$ cat src/rtl/mmap_pkg.sv
package mmap_pkg;
  localparam int NREG      = 3;
  localparam int REG_SRAM  = 0;
  localparam int REG_FLASH = 1;
  localparam int REG_MMR   = 2;

  typedef enum logic [1:0] {
    SZ_BYTE = 2'b00,
    SZ_HALF = 2'b01,
    SZ_WORD = 2'b10,
    SZ_RSVD = 2'b11
  } acc_size_e;
endpackage

$ cat src/rtl/mmap_remap_reg.sv
module mmap_remap_reg (
  input  logic clk,
  input  logic rst_n,
  input  logic we,
  input  logic wd,
  output logic q
);
  logic q_nxt;

  always_comb begin
    q_nxt = q;
    if (we) q_nxt = wd;
  end

  always_ff @(posedge clk or negedge rst_n) begin
    if (!rst_n) q <= 1'b0;
    else        q <= q_nxt;
  end


  remap_load_chk: assert property (@(posedge clk) disable iff (!rst_n)
    we |=> (q == $past(wd)));


  remap_hold_chk: assert property (@(posedge clk) disable iff (!rst_n)
    !we |=> $stable(q));
endmodule

$ cat src/rtl/mmap_region_dec.sv
module mmap_region_dec
  import mmap_pkg::*;
#(
  parameter int                ADDR_W     = 32,
  parameter int                OFF_W      = 16,
  parameter logic [ADDR_W-1:0] WIN_SIZE   = 32'h0000_8000,
  parameter logic [ADDR_W-1:0] SRAM_BASE  = 32'h0004_0000,
  parameter logic [ADDR_W-1:0] SRAM_SIZE  = 32'h0000_1000,
  parameter logic [ADDR_W-1:0] FLASH_BASE = 32'h0008_0000,
  parameter logic [ADDR_W-1:0] FLASH_SIZE = 32'h0000_8000,
  parameter logic [ADDR_W-1:0] MMR_BASE   = 32'hFFFF_0000,
  parameter logic [ADDR_W-1:0] MMR_SIZE   = 32'h0001_0000
) (
  input  logic              remap,
  input  logic [ADDR_W-1:0] addr,
  output logic [NREG-1:0]   sel,
  output logic [OFF_W-1:0]  off,
  output logic              hole
);
  logic [NREG-1:0]   hit;
  logic [OFF_W-1:0]  hit_off [NREG];
  logic              in_win;
  logic              in_win_sram;

  for (genvar i = 0; i < NREG; i++) begin : g_reg
    localparam logic [ADDR_W-1:0] B =
      (i == REG_SRAM) ? SRAM_BASE : (i == REG_FLASH) ? FLASH_BASE : MMR_BASE;
    localparam logic [ADDR_W-1:0] S =
      (i == REG_SRAM) ? SRAM_SIZE : (i == REG_FLASH) ? FLASH_SIZE : MMR_SIZE;
    logic [ADDR_W-1:0] delta;
    assign delta      = addr - B;
    assign hit[i]     = (addr >= B) && (delta < S);
    assign hit_off[i] = delta[OFF_W-1:0];
  end

  assign in_win      = (addr < WIN_SIZE);
  assign in_win_sram = (addr < SRAM_SIZE);

  always_comb begin
    sel = '0;
    off = '0;
    if (in_win) begin
      if (!remap) begin
        sel[REG_FLASH] = 1'b1;
        off            = addr[OFF_W-1:0];
      end else if (in_win_sram) begin
        sel[REG_SRAM] = 1'b1;
        off           = addr[OFF_W-1:0];
      end
    end else begin
      for (int k = 0; k < NREG; k++) begin
        if (hit[k]) begin
          sel[k] = 1'b1;
          off    = hit_off[k];
        end
      end
    end
  end

  assign hole = (sel == '0);
endmodule

$ cat src/rtl/mmap_lane_gen.sv
module mmap_lane_gen
  import mmap_pkg::*;
(
  input  logic [1:0] size,
  input  logic [1:0] lo,
  output logic [3:0] be,
  output logic       bad
);
  always_comb begin
    be  = 4'b0000;
    bad = 1'b0;
    case (acc_size_e'(size))
      SZ_BYTE: be = 4'b0001 << lo;
      SZ_HALF: begin
        bad = lo[0];
        be  = lo[1] ? 4'b1100 : 4'b0011;
      end
      SZ_WORD: begin
        bad = (lo != 2'b00);
        be  = 4'b1111;
      end
      default: bad = 1'b1;
    endcase
  end
endmodule

$ cat src/rtl/mmap_decoder.sv
module mmap_decoder
  import mmap_pkg::*;
#(
  parameter int ADDR_W = 32,
  parameter int OFF_W  = 16
) (
  input  logic              clk,
  input  logic              rst_n,
  input  logic              remap_we,
  input  logic              remap_wd,
  input  logic [ADDR_W-1:0] bus_addr,
  input  logic [1:0]        bus_size,
  output logic [NREG-1:0]   sel,
  output logic [OFF_W-1:0]  offset,
  output logic [3:0]        byte_en,
  output logic              abort
);
  localparam logic [ADDR_W-1:0] WIN_TOP  = 32'h0000_8000;
  localparam logic [ADDR_W-1:0] SRAM_TOP = 32'h0000_1000;

  logic              remap_q;
  logic [NREG-1:0]   r_sel;
  logic [OFF_W-1:0]  r_off;
  logic              r_hole;
  logic [3:0]        l_be;
  logic              l_bad;

  mmap_remap_reg u_remap (
    .clk (clk),
    .rst_n (rst_n),
    .we (remap_we),
    .wd (remap_wd),
    .q (remap_q)
  );

  mmap_region_dec #(.ADDR_W(ADDR_W), .OFF_W(OFF_W)) u_region (
    .remap (remap_q),
    .addr (bus_addr),
    .sel (r_sel),
    .off (r_off),
    .hole (r_hole)
  );

  mmap_lane_gen u_lanes (
    .size (bus_size),
    .lo (bus_addr[1:0]),
    .be (l_be),
    .bad (l_bad)
  );

  always_comb begin
    abort   = r_hole | l_bad;
    sel     = abort ? '0 : r_sel;
    offset  = abort ? '0 : r_off;
    byte_en = abort ? 4'b0000 : l_be;
  end


  sel_onehot_chk: assert property (@(posedge clk) disable iff (!rst_n)
    $onehot0(sel) && (abort == (sel == '0)));


  abort_quiet_chk: assert property (@(posedge clk) disable iff (!rst_n)
    abort |-> (byte_en == 4'b0000) && (offset == '0));


  win_sram_hole_chk: assert property (@(posedge clk) disable iff (!rst_n)
    (remap_q && (bus_addr >= SRAM_TOP) && (bus_addr < WIN_TOP)) |-> abort);


  win_flash_chk: assert property (@(posedge clk) disable iff (!rst_n)
    (!remap_q && (bus_addr < WIN_TOP) && !abort) |-> (sel == 3'b010));


  byte_lane_chk: assert property (@(posedge clk) disable iff (!rst_n)
    ((bus_size == 2'b00) && !abort) |-> ($countones(byte_en) == 1));


  word_lane_chk: assert property (@(posedge clk) disable iff (!rst_n)
    ((bus_size == 2'b10) && !abort) |-> (byte_en == 4'b1111));
endmodule

$ cat config.mk
export PLATFORM = sky130hd
export DESIGN_NAME = mmap_decoder
export DESIGN_NICKNAME = d
export VERILOG_FILES = /design/src/rtl/mmap_pkg.sv /design/src/rtl/mmap_remap_reg.sv /design/src/rtl/mmap_region_dec.sv /design/src/rtl/mmap_lane_gen.sv /design/src/rtl/mmap_decoder.sv
export SDC_FILE = /design/constraint.sdc
export NUM_CORES = 1
export LEC_CHECK = 0
export CAP_MARGIN = 25
export CORE_UTILIZATION = 33
export DETAILED_ROUTE_END_ITERATION = 7
export HOLD_SLACK_MARGIN = 0.08
export PLACE_DENSITY_LB_ADDON = 0.25
export SYNTH_ARGS = -nofsm -noshare
export SYNTH_HDL_FRONTEND = slang
export SYNTH_SLANG_ARGS = --single-unit
$ cat constraint.sdc
create_clock -name clk -period 9.6 [get_ports clk]
set_input_delay 1.92 -clock clk [delete_from_list [all_inputs] [get_ports clk]]
set_output_delay 1.92 -clock clk [all_outputs]
set_load 0.01 [all_outputs]
# Word level (Yosys, flattened, before mapping)
# Index checks and enable logic that the tools add are counted.
# classes
bitwise,1
eq_ne,2
magnitude_cmp,8
muxes,20
n_addsub,3
reduce_logical,6
shift,1
# ops
op,n
$mux 16,7
$lt 32x13->1 const B,2
$lt 32x16->1 const B,2
$ge 32x19->1 const B,1
$ge 32x20->1 const B,1
$ge 32x32->1 const B,1
$lt 32x17->1 const B,1
$sub 32x19->32 const B,1
$sub 32x20->32 const B,1
$sub 32x32->32 const B,1
$pmux 4 s3,1
$mux 4,2
$mux 1,7
$shl 1x2->4 const A,1
$logic_and 1x1->1,3
$logic_not 3->1,1
$mux 3,1
$pmux 1 s3,1
$eq 2x1->1 const B,1
$eq 2x2->1 const B,1
$logic_not 2->1,1
$mux 2,1
$reduce_bool 2->1,1
$or 1x1->1,1
# word_totals
elab_cells,42
out_inout_bits,24
ff_bits,1

# Logic depth before layout (Yosys ltp)
# depth
word_depth,8
depth_mapped,9

# Cells and area by module
# A second synthesis with hierarchy kept.
# unflattened
hier_cells,112
hier_area_um2,894.6
# modules_own_cells
module,area_each_um2,n_inst,cells_each
mmap_region_dec,449.2,1,71
mmap_decoder,324.1,1,28
mmap_lane_gen,81.3,1,11
mmap_remap_reg,40.0,1,2

# Worst setup path after synthesis
# OpenSTA, ideal clock, no wires.
# synth_timing
kind,input to output
start,in bus_addr[23]
end,out offset[10]
cell_stages,8
path_slack_ns,3.838
path_buffers,2
arrival_time_ns,3.842
required_ns,7.680
cell_sequence,or3_1 buf_6 or4_4 mux2i_1 a211o_2 nand4_4 buf_6 and3_1
# synth_via
elab_chain_cells,8
# synth_lines
item,line,rtl
"start, declared",mmap_decoder.sv:11,"input logic [ADDR_W-1:0] bus_addr,"
$sub 32x19->32 (tied with other cells),mmap_region_dec.sv:31,assign delta = addr - B;
$lt 32x13->1 (tied with other cells),mmap_region_dec.sv:32,assign hit[i] = (addr >= B) && (delta < S);
$logic_and 1x1->1,mmap_region_dec.sv:32,
$mux 1 or $mux 16 (tied branches),mmap_region_dec.sv:52,if (hit[k]) begin
$mux 2 (tied with other cells),mmap_region_dec.sv:42,if (in_win) begin
$logic_not 3->1 or $mux 16 (tied branches),"mmap_region_dec.sv:60, mmap_region_dec.sv:52",
$or 1x1->1 or $mux 16 (tied branches),"mmap_decoder.sv:52, mmap_region_dec.sv:42",
$mux 16 *,mmap_decoder.sv:54,offset = abort ? '0 : r_off;
"end, declared",mmap_decoder.sv:14,"output logic [OFF_W-1:0] offset,"
# Every way passes the cells marked *; elsewhere a longest branch is shown, timed or not.

# Worst setup path in the final report
# layout_timing
start,in bus_addr[21]
end,out offset[4]
# The elaborated chain is that of the path after synthesis.

==> results.cfg <==
[route]
via_count = 984
first_pass_iters = 4
drt_iter0_markers = 30
finalWirelength_mm = 2.51
drc = 0
avgRoutedWirePerCell_um = 14.1
ant_nets = 0
via_per_inst = 5.53

[synthesis]
synthesis.nets = 135
yosysWarnings = 0
synth_area_leader_cell = and3_1
ys.flop_type = dfrtp_1
synth_enable_flop_cells = 0
synthArstFlopShare_pct = 100
synth_top_area_share_pct = 15.8
synth_area_per_cell_sq_um = 7.07
ys_types = 37
synth.area.top_cells = and3_1 16%, nand4_4 6.3%, nand4_1 5.6%, or4_1 4.5%, nand2_1 3.9%
ys_ff_latch = 1
seq_area_frac_synth_pct = 3.72
netlist_area_sq_um = 672
synthCells = 95

[worst_setup_path]
end_kind = output pin
slowest_delay_ns = 0.56
cpMostUsedCell = clkdlybuf4s50_1
crit_type = in -> out
arrival_ns = 4.87
startpoint_type = primary input
slowest_stage = or4_4
critPathMaxFanout = 17
r2r_cells = 2
cp_cell_sequence = clkdlybuf4s50_1 -> or3_1 -> or4_4 -> mux2i_1 -> a211o_2 -> nand4_4 -> and3_1 -> clkdlybuf4s50_1
critPathRequiredTime_ns = 7.68

[cells_and_area]
diodes = 0
regMostFlops = u_remap.q
area_delta_synth_final_pct = 92.2
drive_gt1_share_pct = 4.58
instances_no_fill = 178
final_util_pct = 70.9
n_fill_cell = 160
top_regs = u_remap.q (1)
fin_nets = 195
largest_register_ffs = 1

[die]
initial_utilization_pct = 36.9
coreArea_sq_um = 1820
die_x_um = 47.1
dieArea_sq_um = 2220
fp-row-count = 15
io_pins = 62
die_h_um = 47.1

[power_and_ir_drop]
internal_power_w = 0.0000226
power_frac_seq_pct = 13.7
cellLeakagePower_nw = 0.513
combPwrFrac_pct = 86.3
power.density_nw_per_um2 = 27.6
sw_frac_of_total_pct = 36.6
clock_power_share_pct = 0
vdd_drop_max_v = 0.0000222
switching_power_w = 0.0000131

[sta]
fin_ws_ns = 2.81
rsz0062_at_grt = no
setup_viol = 0
fin_skew_ns = 0
fmax_ghz = 0.147
setup_tns_ns = 0
finalCritPeriodShare_pct = 70.7
report.final.slew_viol_count = 0
period_needed_ns = 6.79
tightest_slew_ns = 0.562
slew_headroom_pct = 62.2
hold_viol_final = 0

[clock_tree]
postCtsSetupBuffers = 0
cts-hold-fix-buffers = 0
clk_latency_ns = 0
post_cts_resized = 0
cts.clk_slew.worst_paths_ns = 0

[flow_run]
max-cap-violations = 0

[placed_design]
pre_cts_ws_ns = 2.80
dp.final_hpwl_mm = 2.11
port_buffers = 61
placed_cells = 177
place.gp.congestion = 0.848

[global_route]
track_usage_pct = 21.7
grt_pass1_wl_mm = 3.57
grt_pass1_vias = 845
antenna_found_initial = 0
grt-ovfl-total = 0
grt_max_degree = 20

[min_path]
hold_class = reg -> reg
min_delay_path_depth = 2

[outcome]
outcome = finished clean
area by class of cell:
| cell class | count | area, sq um | share of cell area, % |
|---|---|---|---|
| repair buffers | 62 | 618 | 47.9 |
| multi-input cells | 85 | 598 | 46.3 |
| flip-flops and latches | 1 | 25.0 | 1.94 |
| well taps | 25 | 31.3 | 2.42 |
| inverters | 5 | 18.8 | 1.45 |
cell families (layout without fill, tap and decap cells):
family / count (synthesis) / after routing / share of synthesized area, %
flops: 1 / 1 / 3.72
compound gates: 19 / 19 / 20.7
mux: 1 / 1 / 1.49
fa+ha+maj: 2 / 2 / 3.72
buf+inv: 9 / 67 / 7.26
xor+xnor: 3 / 3 / 3.91
simple gates: 60 / 60 / 59.2
power by group through the flow:
stage	registers [W]	logic [W]	clock network [W]
6_report	0.00000489	0.0000308	0
4_1_cts	0.00000490	0.0000302	0
2_1_floorplan	0.00000481	0.00000953	0
3_3_place_gp	0.00000487	0.0000291	0
3_5_place_dp	0.00000492	0.0000301	0
5_1_grt	0.00000492	0.0000334	0
metal layers:
| layer | wire length (um) | vias up | track usage [%] |
|---|---|---|---|
| met5 | 0 | - | 0 |
| met4 | 29 | 0 | 4.57 |
| met3 | 105 | 4 | 1.54 |
| met2 | 1400 | 31 | 39.2 |
| met1 | 976 | 455 | 28.0 |
| li1 | - | 494 | - |
cell usage in the layout (no fill, tap or decap), drive strengths merged, types with 2 or more instances in the layout:
| cell type | n |
|---|---|
| xor2 | 2 |
| nor2b | 2 |
| nor2 | 4 |
| ha | 2 |
| o21ai | 4 |
| nor4 | 4 |
| or4 | 5 |
| a21oi | 4 |
| a21boi | 2 |
| and3 | 17 |
| nand3 | 2 |
| clkdlybuf4s50 | 61 |
| o31ai | 4 |
| or3 | 3 |
| nand4 | 8 |
| inv | 5 |
| nand2 | 7 |
stage by stage:
stage	hold WS, ns	area, sq um	total power, W
6_report	0.602	1290	0.0000357
5_1_grt	0.655	1290	0.0000383
4_1_cts	0.611	1280	0.0000351
3_5_place_dp	0.600	1280	0.0000350
3_3_place_gp	0.571	1280	0.0000340
2_1_floorplan	0.541	672	0.0000143
worst paths after layout:
kind | from | to | slack (ns)
max | bus_addr[21] | offset[4] | 2.81
min | u_remap.q | u_remap.q | 0.60
max reg2reg | u_remap.q | u_remap.q | 8.92
min reg2reg | u_remap.q | u_remap.q | 0.60
max in group asynchronous | rst_n | u_remap.q | 7.42
min in group asynchronous | rst_n | u_remap.q | 2.08
worst max-delay path, delay by kind of cell:
family / cells / cell delay [ns]
simple gates: 4 / 1.43
buf+inv: 2 / 1.03
compound gates: 1 / 0.36
mux: 1 / 0.13
cells in the mapped netlist, types with 2 or more instances:
| master | count |
|---|---|
| buf_6 | 2 |
| nor4_1 | 4 |
| nand2_1 | 7 |
| nand4_1 | 6 |
| nand4_4 | 2 |
| inv_1 | 5 |
| clkbuf_1 | 2 |
| nand3_1 | 2 |
| or3_1 | 3 |
| nor2_1 | 4 |
| o21ai_0 | 4 |
| ha_1 | 2 |
| or4_1 | 4 |
| a21boi_0 | 2 |
| a21oi_1 | 4 |
| o31ai_1 | 3 |
| nor2b_1 | 2 |
| xor2_1 | 2 |
| and3_1 | 17 |
(Power assumes the default switching activity.)
